File: config.mk
export PLATFORM = sky130hd
export DESIGN_NAME = stack_alu_unit
export DESIGN_NICKNAME = d
export VERILOG_FILES = /design/src/rtl/sau_pkg.sv /design/src/rtl/sau_stack_file.sv /design/src/rtl/sau_alu.sv /design/src/rtl/sau_seq.sv /design/src/rtl/stack_alu_unit.sv
export SDC_FILE = /design/constraint.sdc
export NUM_CORES = 1
export LEC_CHECK = 0
export BUFFER_PORTS_ARGS = -buffer_cell sky130_fd_sc_hd__clkbuf_2
export CAP_MARGIN = 5
export CORE_UTILIZATION = 60
export CTS_BUF_LIST = sky130_fd_sc_hd__clkbuf_2 sky130_fd_sc_hd__clkbuf_4 sky130_fd_sc_hd__clkbuf_8
export CTS_CLUSTER_SIZE = 16
export DETAILED_ROUTE_END_ITERATION = 7
export HOLD_SLACK_MARGIN = 0.02
export MAX_ROUTING_LAYER = met4
export PLACE_DENSITY_LB_ADDON = 0.12
export SLEW_MARGIN = 15
export SYNTH_ARGS = -nofsm -noshare
export SYNTH_HDL_FRONTEND = slang
export SYNTH_SLANG_ARGS = --single-unit
export TNS_END_PERCENT = 100
File: constraint.sdc
create_clock -name clk -period 7.3 [get_ports clk]
set_input_delay 1.825 -clock clk [delete_from_list [all_inputs] [get_ports clk]]
set_output_delay 1.825 -clock clk [all_outputs]
set_load 0.01 [all_outputs]
File: src/rtl/sau_pkg.sv
package sau_pkg;

    typedef enum logic [2:0] {
        OP_PUSH_IMM = 3'd0,
        OP_PUSH_MEM = 3'd1,
        OP_STORE    = 3'd2,
        OP_FOLD     = 3'd3,
        OP_CMP      = 3'd4,
        OP_REG      = 3'd5,
        OP_SRC      = 3'd6,
        OP_RSVD     = 3'd7
    } sau_op_e;

    typedef enum logic [2:0] {
        SA_NONE,
        SA_PUSH,
        SA_POP1,
        SA_POP2,
        SA_FOLD,
        SA_REPL
    } stk_act_e;

    typedef enum logic {
        FS_CLEAN,
        FS_FAULTED
    } fault_st_e;

endpackage

File: src/rtl/sau_stack_file.sv
module sau_stack_file
    import sau_pkg::*;
#(
    parameter int DATA_W = 16,
    parameter int DEPTH  = 8,
    localparam int PTR_W = $clog2(DEPTH)
) (
    input  logic              clk,
    input  logic              rst_n,
    input  stk_act_e          act,
    input  logic [DATA_W-1:0] wdata,
    input  logic [PTR_W-1:0]  sel_idx,
    output logic [DATA_W-1:0] tos,
    output logic [DATA_W-1:0] nos,
    output logic [DATA_W-1:0] sel_data,
    output logic              has_tos,
    output logic              has_nos,
    output logic              has_sel,
    output logic              full
);

    logic [PTR_W-1:0]  tp_q;
    logic [PTR_W-1:0]  slot_up;
    logic [PTR_W-1:0]  slot_dn;
    logic [PTR_W-1:0]  slot_sel;
    logic [DATA_W-1:0] ent_w [DEPTH];
    logic [DEPTH-1:0]  vld_w;
    logic [DEPTH-1:0]  set_vec;
    logic [DEPTH-1:0]  clr_vec;
    logic              wr_en;
    logic [PTR_W-1:0]  wr_slot;

    assign slot_up  = tp_q + PTR_W'(1);
    assign slot_dn  = tp_q - PTR_W'(1);
    assign slot_sel = tp_q - sel_idx;

    assign tos      = ent_w[tp_q];
    assign nos      = ent_w[slot_dn];
    assign sel_data = ent_w[slot_sel];
    assign has_tos  = vld_w[tp_q];
    assign has_nos  = vld_w[slot_dn];
    assign has_sel  = vld_w[slot_sel];
    assign full     = vld_w[slot_up];

    // Which slot is written and which valid tags change for each action.
    always_comb begin
        set_vec = '0;
        clr_vec = '0;
        wr_en   = 1'b0;
        wr_slot = tp_q;
        case (act)
            SA_PUSH: begin
                wr_en            = 1'b1;
                wr_slot          = slot_up;
                set_vec[slot_up] = 1'b1;
            end
            SA_POP1: clr_vec[tp_q] = 1'b1;
            SA_POP2: begin
                clr_vec[tp_q]    = 1'b1;
                clr_vec[slot_dn] = 1'b1;
            end
            SA_FOLD: begin
                wr_en         = 1'b1;
                wr_slot       = slot_dn;
                clr_vec[tp_q] = 1'b1;
            end
            SA_REPL: wr_en = 1'b1;
            default: ;
        endcase
    end

    // Top pointer, wrapping modulo DEPTH.
    always_ff @(posedge clk or negedge rst_n) begin
        if (!rst_n) begin
            tp_q <= '0;
        end else begin
            case (act)
                SA_PUSH: tp_q <= slot_up;
                SA_POP1: tp_q <= slot_dn;
                SA_POP2: tp_q <= tp_q - PTR_W'(2);
                SA_FOLD: tp_q <= slot_dn;
                default: ;
            endcase
        end
    end

    // One storage slot with its valid tag per stack entry.
    for (genvar g = 0; g < DEPTH; g++) begin : g_slot
        logic [DATA_W-1:0] ent_q;
        logic              vld_q;

        always_ff @(posedge clk) begin
            if (wr_en && (wr_slot == PTR_W'(g))) begin
                ent_q <= wdata;
            end
        end

        always_ff @(posedge clk or negedge rst_n) begin
            if (!rst_n) begin
                vld_q <= 1'b0;
            end else if (set_vec[g]) begin
                vld_q <= 1'b1;
            end else if (clr_vec[g]) begin
                vld_q <= 1'b0;
            end
        end

        assign ent_w[g] = ent_q;
        assign vld_w[g] = vld_q;
    end

endmodule

File: src/rtl/sau_alu.sv
module sau_alu #(
    parameter int DATA_W = 16
) (
    input  logic [DATA_W-1:0] a,
    input  logic [DATA_W-1:0] b,
    input  logic              sub,
    output logic [DATA_W-1:0] res,
    output logic              lt,
    output logic              eq
);

    assign res = sub ? (a - b) : (a + b);
    assign lt  = $signed(a) < $signed(b);
    assign eq  = (a == b);

endmodule

File: src/rtl/sau_seq.sv
module sau_seq
    import sau_pkg::*;
#(
    parameter int DATA_W = 16,
    parameter int DEPTH  = 8,
    localparam int PTR_W = $clog2(DEPTH)
) (
    input  logic              clk,
    input  logic              rst_n,
    input  logic              cmd_valid,
    input  logic [2:0]        cmd_op,
    input  logic              cmd_sub,
    input  logic              cmd_pop,
    input  logic              cmd_src,
    input  logic [PTR_W-1:0]  cmd_idx,
    input  logic [DATA_W-1:0] imm_data,
    input  logic [DATA_W-1:0] mem_rdata,
    input  logic [DATA_W-1:0] tos,
    input  logic [DATA_W-1:0] nos,
    input  logic [DATA_W-1:0] sel_data,
    input  logic              has_tos,
    input  logic              has_nos,
    input  logic              has_sel,
    input  logic              full,
    input  logic [DATA_W-1:0] alu_res,
    input  logic              alu_lt,
    input  logic              alu_eq,
    output stk_act_e          act,
    output logic [DATA_W-1:0] wdata,
    output logic [PTR_W-1:0]  sel_idx,
    output logic [DATA_W-1:0] alu_a,
    output logic [DATA_W-1:0] alu_b,
    output logic              alu_sub,
    output logic              done,
    output logic              store_valid,
    output logic [DATA_W-1:0] store_data,
    output logic              flag_lt,
    output logic              flag_eq,
    output logic              stack_fault
);

    fault_st_e         state_q, state_d;
    sau_op_e           op;
    stk_act_e          plan_act;
    logic              illegal;
    logic              fault_ev;
    logic              is_store;
    logic              is_cmp;
    logic              done_q;
    logic              st_vld_q;
    logic [DATA_W-1:0] st_data_q;
    logic              lt_q, eq_q;

    assign op      = sau_op_e'(cmd_op);
    assign sel_idx = cmd_idx;
    assign alu_sub = cmd_sub;

    // Decode: operands, planned stack action and legality of the command.
    always_comb begin
        plan_act = SA_NONE;
        illegal  = 1'b0;
        is_store = 1'b0;
        is_cmp   = 1'b0;
        alu_a    = tos;
        alu_b    = nos;
        wdata    = alu_res;
        unique case (op)
            OP_PUSH_IMM: begin
                wdata    = imm_data;
                illegal  = full;
                plan_act = SA_PUSH;
            end
            OP_PUSH_MEM: begin
                wdata    = mem_rdata;
                illegal  = full;
                plan_act = SA_PUSH;
            end
            OP_STORE: begin
                illegal  = !has_tos;
                is_store = 1'b1;
                plan_act = cmd_pop ? SA_POP1 : SA_NONE;
            end
            OP_FOLD: begin
                alu_a    = nos;
                alu_b    = tos;
                illegal  = !has_nos;
                plan_act = SA_FOLD;
            end
            OP_CMP: begin
                alu_a    = nos;
                alu_b    = tos;
                illegal  = !has_nos;
                is_cmp   = 1'b1;
                plan_act = SA_POP2;
            end
            OP_REG: begin
                alu_b    = sel_data;
                illegal  = !has_sel;
                plan_act = SA_REPL;
            end
            OP_SRC: begin
                alu_b    = cmd_src ? mem_rdata : imm_data;
                illegal  = !has_tos;
                plan_act = SA_REPL;
            end
            OP_RSVD: plan_act = SA_NONE;
        endcase
    end

    assign fault_ev = cmd_valid && illegal;
    assign act      = (cmd_valid && !illegal) ? plan_act : SA_NONE;

    // Fault state register.
    always_ff @(posedge clk or negedge rst_n) begin
        if (!rst_n) begin
            state_q <= FS_CLEAN;
        end else begin
            state_q <= state_d;
        end
    end

    // Fault state transitions: fault_seen, stay_clean, hold_fault.
    always_comb begin
        state_d = state_q;
        unique case (state_q)
            FS_CLEAN:   if (fault_ev) state_d = FS_FAULTED;
            FS_FAULTED: state_d = FS_FAULTED;
        endcase
    end

    // Registered outputs.
    always_ff @(posedge clk or negedge rst_n) begin
        if (!rst_n) begin
            done_q    <= 1'b0;
            st_vld_q  <= 1'b0;
            st_data_q <= '0;
            lt_q      <= 1'b0;
            eq_q      <= 1'b0;
        end else begin
            done_q   <= cmd_valid;
            st_vld_q <= cmd_valid && is_store && !illegal;
            if (cmd_valid && is_store && !illegal) begin
                st_data_q <= tos;
            end
            if (cmd_valid && is_cmp && !illegal) begin
                lt_q <= alu_lt;
                eq_q <= alu_eq;
            end
        end
    end

    assign done        = done_q;
    assign store_valid = st_vld_q;
    assign store_data  = st_data_q;
    assign flag_lt     = lt_q;
    assign flag_eq     = eq_q;
    assign stack_fault = (state_q == FS_FAULTED);

endmodule

File: src/rtl/stack_alu_unit.sv
module stack_alu_unit
    import sau_pkg::*;
#(
    parameter int DATA_W = 16,
    parameter int DEPTH  = 8,
    localparam int PTR_W = $clog2(DEPTH)
) (
    input  logic              clk,
    input  logic              rst_n,
    input  logic              cmd_valid,
    input  logic [2:0]        cmd_op,
    input  logic              cmd_sub,
    input  logic              cmd_pop,
    input  logic              cmd_src,
    input  logic [PTR_W-1:0]  cmd_idx,
    input  logic [DATA_W-1:0] imm_data,
    input  logic [DATA_W-1:0] mem_rdata,
    output logic              done,
    output logic              store_valid,
    output logic [DATA_W-1:0] store_data,
    output logic              flag_lt,
    output logic              flag_eq,
    output logic              stack_fault
);

    stk_act_e          act;
    logic [DATA_W-1:0] wdata;
    logic [PTR_W-1:0]  sel_idx;
    logic [DATA_W-1:0] tos, nos, sel_data;
    logic              has_tos, has_nos, has_sel, full;
    logic [DATA_W-1:0] alu_a, alu_b, alu_res;
    logic              alu_sub, alu_lt, alu_eq;

    sau_stack_file #(.DATA_W(DATA_W), .DEPTH(DEPTH)) u_stack (
        .clk      (clk),
        .rst_n    (rst_n),
        .act      (act),
        .wdata    (wdata),
        .sel_idx  (sel_idx),
        .tos      (tos),
        .nos      (nos),
        .sel_data (sel_data),
        .has_tos  (has_tos),
        .has_nos  (has_nos),
        .has_sel  (has_sel),
        .full     (full)
    );

    sau_alu #(.DATA_W(DATA_W)) u_alu (
        .a   (alu_a),
        .b   (alu_b),
        .sub (alu_sub),
        .res (alu_res),
        .lt  (alu_lt),
        .eq  (alu_eq)
    );

    sau_seq #(.DATA_W(DATA_W), .DEPTH(DEPTH)) u_seq (
        .clk         (clk),
        .rst_n       (rst_n),
        .cmd_valid   (cmd_valid),
        .cmd_op      (cmd_op),
        .cmd_sub     (cmd_sub),
        .cmd_pop     (cmd_pop),
        .cmd_src     (cmd_src),
        .cmd_idx     (cmd_idx),
        .imm_data    (imm_data),
        .mem_rdata   (mem_rdata),
        .tos         (tos),
        .nos         (nos),
        .sel_data    (sel_data),
        .has_tos     (has_tos),
        .has_nos     (has_nos),
        .has_sel     (has_sel),
        .full        (full),
        .alu_res     (alu_res),
        .alu_lt      (alu_lt),
        .alu_eq      (alu_eq),
        .act         (act),
        .wdata       (wdata),
        .sel_idx     (sel_idx),
        .alu_a       (alu_a),
        .alu_b       (alu_b),
        .alu_sub     (alu_sub),
        .done        (done),
        .store_valid (store_valid),
        .store_data  (store_data),
        .flag_lt     (flag_lt),
        .flag_eq     (flag_eq),
        .stack_fault (stack_fault)
    );

endmodule

==> results of run 1 <==
## registers in the layout, summed over array words and instances (netlist names)
| register | flops |
|---|---|
| u_stack.g_slot.ent_q | 128 |
| u_seq.store_data | 16 |
| u_stack.g_slot.vld_q | 8 |
| u_stack.tp_q | 3 |
| u_seq.done | 1 |
| u_seq.flag_eq | 1 |
| u_seq.flag_lt | 1 |
| u_seq.stack_fault | 1 |
| u_seq.store_valid | 1 |
## layout make-up
| class | count | area [um2] | share of cell area [%] |
|---|---|---|---|
| repair buffers | 115 | 716 | 5.72 |
| multi-input cells | 742 | 6340 | 50.7 |
| well taps | 234 | 293 | 2.34 |
| clock inverters | 15 | 165 | 1.32 |
| clock buffers | 17 | 234 | 1.87 |
| inverters | 30 | 113 | 0.900 |
| flip-flops and latches | 160 | 4650 | 37.2 |
## cell families after synthesis
kind of cell / after synthesis / synth area share [%]
xor+xnor: 16 / 1.41
fa+ha+maj: 41 / 4.69
compound gates: 256 / 14.6
simple gates: 268 / 10.7
mux: 161 / 24.0
buf+inv: 105 / 3.84
flops: 160 / 40.7
## per-stage QoR
stage	cells	utilization (%)	area (um2)	hold WS [ns]
after floorplan	1007	-	11400	0.493
after global placement	1281	65.0	12100	0.450
after detailed placement	1281	65.0	12100	0.471
after CTS	1313	67.1	12500	0.502
after global routing	1313	67.1	12500	0.524
final	1313	67.1	12500	0.507
## worst min-delay path by stage
stage	from	end	slack [ns]
5_1_grt	u_seq.store_data[0]$_DFFE_PN0P_	u_seq.store_data[0]$_DFFE_PN0P_	0.52
3_3_place_gp	u_seq.stack_fault$_DFF_PN0_	u_seq.stack_fault$_DFF_PN0_	0.45
6_report	u_seq.flag_eq$_DFFE_PN0P_	u_seq.flag_eq$_DFFE_PN0P_	0.51
2_1_floorplan	u_seq.stack_fault$_DFF_PN0_	u_seq.stack_fault$_DFF_PN0_	0.49
3_5_place_dp	u_seq.flag_eq$_DFFE_PN0P_	u_seq.flag_eq$_DFFE_PN0P_	0.47
4_1_cts	u_seq.flag_eq$_DFFE_PN0P_	u_seq.flag_eq$_DFFE_PN0P_	0.50
## worst register-to-register path: cells and delay by family, from the launching register on
kind / cells / cell delay (ns)
buffers and inverters: 2 / 0.65
AND/OR/NAND/NOR: 3 / 0.64
adder cells (fa/ha/maj): 2 / 0.76
flip-flops: 1 / 0.63
AO/OA/AOI/OAI: 9 / 2.49
XOR/XNOR: 2 / 0.80
## cells in the final DEF (no fill, tap or decap), types with 9 or more instances in the layout
cell type and count:
o221ai_1 9, dfrtp_1 30, o22a_1 12, clkbuf_2 64, a31oi_1 12, nor2_1 58
nand3_1 23, xnor2_1 12, o22ai_1 29, edfxtp_1 128, inv_1 28, buf_4 50
nor2b_1 11, a21oi_1 50, a211oi_1 11, clkbuf_8 17, ha_1 38, nand2_1 112
nor3_1 18, mux4_2 82, mux2i_1 50, o21ai_0 61, a21o_1 16, mux2_2 18
mux2_4 9
## per-layer routing
layer  GRT usage [%]  share of wire (%)  vias up  routed length, um
met5               -                  0        -                  0
met4            13.0                2.8        0                981
met3            9.64                 13       80               4610
met2            54.1                 45      683              15400
met1            51.0                 39     4517              13500
li1                -                  -     4036                  -
==> key figures, run 1 <==
Worst setup path
  • Max stage delay on crit path: 0.89 ns
  • Worst r2r path cells: 18
  • CP startpoint: cmd_idx[0]
  • Worst R2R Start: u_stack.tp_q[0]$_DFFE_PN0P_
  • Critical path peak fanout: 34
  • CP arrival: 6.69 ns
  • Worst EP required: 7.42 ns
  • CP max stage cell: a311oi_1
  • Worst path depth: 20
  • Setup slack, reg-to-reg: 0.99 ns
  • Critical Path End Type: flip-flop
  • RR Endpoint: u_stack.g_slot[5].ent_q[9]$_DFFE_PP_
  • Buf/Inv on CP: 4
  • Family with the most delay on the worst path: compound AO/OA/AOI/OAI gates
  • Critical path class: in -> reg
  • Crit start category: primary input
  • CP endpoint: u_stack.g_slot[5].ent_q[10]$_DFFE_PP_
  • Critical-path cell list: clkbuf_2 > ha_1 > inv_1 > fa_2 > buf_12 > mux4_2 > mux2i_1 > nor2_1 > a21oi_1 > o221ai_1 > ha_1 > inv_1 > fa_1 > nor2b_1 > o2111ai_1 > and4_1 > o21a_1 > mux2i_1 > o21ai_0 > a311oi_1

Route
  • Average wire per standard cell: 26.3 um
  • Final WL: 34.5 mm
  • Post-route ant nets: 0
  • Via count: 9316
  • Pre-antenna DRT Iters: 8
  • Vias per cell: 7.10
  • DR iter-0 viols: 1441
  • # DRC: 0

Logic synthesis
  • Number of flops mapped to enable cells by yosys: 128
  • Synth Warn #: 0
  • Register area share after synthesis: 40.7%
  • Top-count cell post-synth: edfxtp_1
  • Predominant post-synthesis flop cell: edfxtp_1
  • Unique masters post-synth: 78
  • Synth Net Count: 1092
  • Syn Std Cell Area: 11400 um2
  • Post-synthesis register bit count: 160
  • Cells after Synth: 1007
  • Synth Area per Inst: 11.3 um2
  • Synth area leaders: edfxtp_1 (34%), mux4_2 (16%), dfrtp_1 (7.0%)
  • Commonest cells post-synth: edfxtp_1 (128), nand2_1 (112), mux4_2 (82), o21ai_0 (63), nor2_1 (59)
  • Post-synth ARST share: 20.0%
  • Post-synth top area cell: edfxtp_1
  • Post-synth top area share: 33.7%

Global route
  • Vias in the first global route: 8627
  • Antenna violations before repair: 0
  • Largest net degree at the start of global routing: 46
  • Grt ovf: 0
  • Global-route wire length before repair: 51.6 mm
  • Total track usage: 37.2%

Clock network
  • H-tree depth: 4
  • Post-CTS sizing: 0
  • Clock transition at path regs: 0.10 ns
  • Clock Path Buffers: 2
  • Clock Sinks: 160
  • TritonCTS clock tree: done
  • Post-CTS Setup Bufs: 0
  • Cts bufs inserted: 17
  • Worst-Skew Late Latency: 0.47 ns
  • Root Driver: clkbuf_8
  • Cts hold-fix bufs: 0

STA
  • Setup_tns: 0 ns
  • Slew Limit Fails: 0
  • Post-route setup slack: 0.733 ns
  • Final min period: 6.57 ns
  • Final setup vio count: 0
  • Fin Clk Skew: 0.0161 ns
  • Fin. Hold Viols: 0
  • RSZ-0062 raised after global routing: false
  • Tcrit/Tclk final: 90.0%
  • Slew HR: 21.7%
  • Worst Tran Pin Value: 1.17 ns
  • F_max: 152 MHz

Floorplan
  • I/O pins: 65
  • Placeable Area: 18600 um2
  • Total die area: 19600 um2
  • Die height: 140 um
  • Row Count: 50
  • Chip width: 140 um
  • Initial Util: 61.2%

Hold path
  • Worst Hold Depth: 2
  • Worst Hold Class: reg -> reg

Layout
  • Layout Nets: 1151
  • Area grow syn2layout: 9.63%
  • N_diodes: 0
  • Fill cells: 1384
  • Layout cells sized above 1: 25.9%

Placed design
  • Pre-CTS setup slack: 0.424 ns
  • Gpl congestion: 1.00
  • Number of port buffers: 64
  • DP HPWL: 24.5 mm

Run
  • MaxCap Viol Count: 0

Status
  • Status: finished, final reports clean
Power of run 1 is not shown: default switching activity piles up to over one toggle a cycle in this logic, so the estimate is an artifact.
==> inputs of run 2 (changes only) <==
- CORE_UTILIZATION: 60 -> 30
==> key figures, run 2 (synthesis results as in run 1) <==
Layout
  • Multi-input gate area: 6360 um2 (+0.24%)
  • Top reg by flops: u_stack.g_slot.ent_q
  • Commonest non-fill, non-tap cells in the layout: edfxtp_1 (128), nand2_1 (112), mux4_2 (82)
  • Most common cell after layout, fill and taps aside: edfxtp_1
  • Fin area: 13000 um2 (+4.0%)
  • N_diodes: 0 (unchanged)
  • Max reg flops: 128 (unchanged)
  • Layout cells sized above 1: 27.6% (+1.6 points)
  • Fill cells: 3750 (+170%)
  • Area grow syn2layout: 14.0%
  • Layout Nets: 1168 (+1.5%)
  • FF+latch area: 4650 um2 (about the same)

Worst setup path
  • CP arrival: 6.95 ns (+0.26 ns)
  • RR Endpoint: u_stack.g_slot[6].ent_q[13]$_DFFE_PP_
  • Buf/Inv on CP: 3 (-1)
  • Worst r2r path cells: 18 (unchanged)
  • CP endpoint: u_stack.g_slot[6].ent_q[13]$_DFFE_PP_
  • Crit-path most repeated cell: o21ai_0
  • Worst R2R Start: u_stack.tp_q[0]$_DFFE_PN0P_
  • Critical path peak fanout: 15 (-56%)
  • Max stage delay on crit path: 0.74 ns (-0.15 ns)
  • Worst EP required: 7.45 ns (+0.03 ns)
  • Critical Path End Type: flip-flop
  • Family with the most delay on the worst path: compound AO/OA/AOI/OAI gates
  • Critical-path cell list: inv_1 > ha_1 > xnor2_1 > buf_4 > nand2_1 > o22ai_1 > nor2_1 > o21ai_0 > o21ai_0 > ha_1 > o21bai_1 > a2111oi_0 > o21ai_0 > a31o_2 > a2111oi_0 > buf_4 > nor4_1 > o31ai_1
  • Setup slack, reg-to-reg: 0.49 ns (-0.50 ns)
  • Critical path class: reg -> reg
  • CP startpoint: u_stack.tp_q[0]$_DFFE_PN0P_
  • CP max stage cell: o31ai_1
  • Worst path depth: 18 (-10%)
  • Crit start category: flip-flop

Clock network
  • Cts hold-fix bufs: 0 (unchanged)
  • Worst-Skew Late Latency: 0.47 ns (about the same)
  • Root Driver: clkbuf_8
  • Post-CTS Setup Bufs: 0 (unchanged)
  • Clock transition at path regs: 0.10 ns (about the same)
  • Post-CTS sizing: 0 (unchanged)
  • TritonCTS clock tree: done
  • Clock Path Buffers: 2 (unchanged)
  • Cts bufs inserted: 17 (unchanged)
  • Clock Sinks: 160 (unchanged)
  • H-tree depth: 4 (unchanged)

Global route
  • Largest net degree at the start of global routing: 44 (-4.3%)
  • Vias in the first global route: 8937 (+3.6%)
  • Antenna violations before repair: 0 (unchanged)
  • Total track usage: 22.1% (-15 points)
  • Global-route wire length before repair: 60.6 mm (+17%)
  • Grt ovf: 0 (unchanged)

STA
  • Slew Limit Fails: 0 (unchanged)
  • F_max: 147 MHz (-3.6%)
  • Setup_tns: 0 ns (unchanged)
  • Final setup vio count: 0 (unchanged)
  • RSZ-0062 raised after global routing: false
  • Final min period: 6.81 ns (+0.242 ns)
  • Fin Clk Skew: 0.0151 ns (-0.00102 ns)
  • Worst Tran Pin Value: 1.05 ns (-0.117 ns)
  • Fin. Hold Viols: 0 (unchanged)
  • Tcrit/Tclk final: 93.3% (+3.3 points)
  • Post-route setup slack: 0.491 ns (-0.242 ns)
  • Slew HR: 29.0% (+7.3 points)

Placed design
  • Gpl congestion: 0.906 (-9.8%)
  • Placed inst area: 12600 um2 (+4.1%)
  • Number of port buffers: 64 (unchanged)
  • DP HPWL: 29.5 mm (+20%)
  • Pre-CTS setup slack: 0.143 ns (-0.280 ns)

Route
  • DR iter-0 viols: 850 (-41%)
  • Average wire per standard cell: 25.4 um (-3.4%)
  • Via count: 9111 (-2.2%)
  • Pre-antenna DRT Iters: 7 (-1)
  • # DRC: 0 (unchanged)
  • Post-route ant nets: 0 (unchanged)
  • Vias per cell: 5.67 (-20%)
  • Final WL: 40.8 mm (+18%)

Floorplan
  • Initial Util: 30.4% (-31 points)
  • I/O pins: 65 (unchanged)
  • Die height: 197 um (+41%)
  • Total die area: 38800 um2 (+98%)
  • Placeable Area: 37600 um2 (+100%)
  • Chip width: 197 um (+41%)
  • Row Count: 71 (+42%)

Hold path
  • Worst Hold Class: reg -> reg
  • Worst Hold Depth: 1 (-1)

Status
  • Status: finished, final reports clean

Run
  • MaxCap Viol Count: 0 (unchanged)
run 2: changes by cell type in the layout (fill, tap and decap cells not counted):
| cell | change |
|---|---|
| nor2_1 | -6 |
| inv_6 | -1 |
| clkinv_4 | +1 |
| o21ai_1 | -2 |
| clkinvlp_4 | -2 |
| nor2_2 | +6 |
| buf_4 | +17 |
| dfrtp_4 | +1 |
| dfrtp_2 | -1 |
| o21ai_0 | +2 |
| clkinv_8 | +1 |
| clkinv_1 | +1 |
run 2: per-stage QoR:
stage,hold WS (ns),cells,utilization [%]
floorplan,0.493,1007,-
global placement,0.466,1575,33.5
detailed placement,0.476,1575,33.5
CTS,0.502,1607,34.6
global route,0.540,1607,34.6
finish,0.495,1607,34.6
run 2: how the worst min path moves through the flow:
stage | from | end | slack [ns]
4_1_cts | u_seq.stack_fault$_DFF_PN0_ | u_seq.stack_fault$_DFF_PN0_ | 0.50
6_report | u_seq.stack_fault$_DFF_PN0_ | u_seq.stack_fault$_DFF_PN0_ | 0.50
2_1_floorplan | u_seq.stack_fault$_DFF_PN0_ | u_seq.stack_fault$_DFF_PN0_ | 0.49
3_3_place_gp | u_seq.stack_fault$_DFF_PN0_ | u_seq.stack_fault$_DFF_PN0_ | 0.47
3_5_place_dp | u_seq.stack_fault$_DFF_PN0_ | u_seq.stack_fault$_DFF_PN0_ | 0.48
5_1_grt | u_seq.store_data[6]$_DFFE_PN0P_ | u_seq.store_data[6]$_DFFE_PN0P_ | 0.54
run 2: cell type report:
class,count,share of cell area (%)
timing repair buffer,132,6.48
inverter,30,0.866
sequential,160,35.8
clock buffer,17,1.80
clock inverter,15,1.31
multi-input combinational,742,48.9
tap,511,4.92
run 2: layer usage:
metal / GRT usage [%] / vias up / routed length, um
li1: - / 4067 / -
met1: 29.3 / 4643 / 18500
met2: 35.3 / 359 / 19300
met3: 3.26 / 42 / 2160
met4: 5.91 / 0 / 822
met5: - / - / 0
Power of run 2 is left out for the same reason.
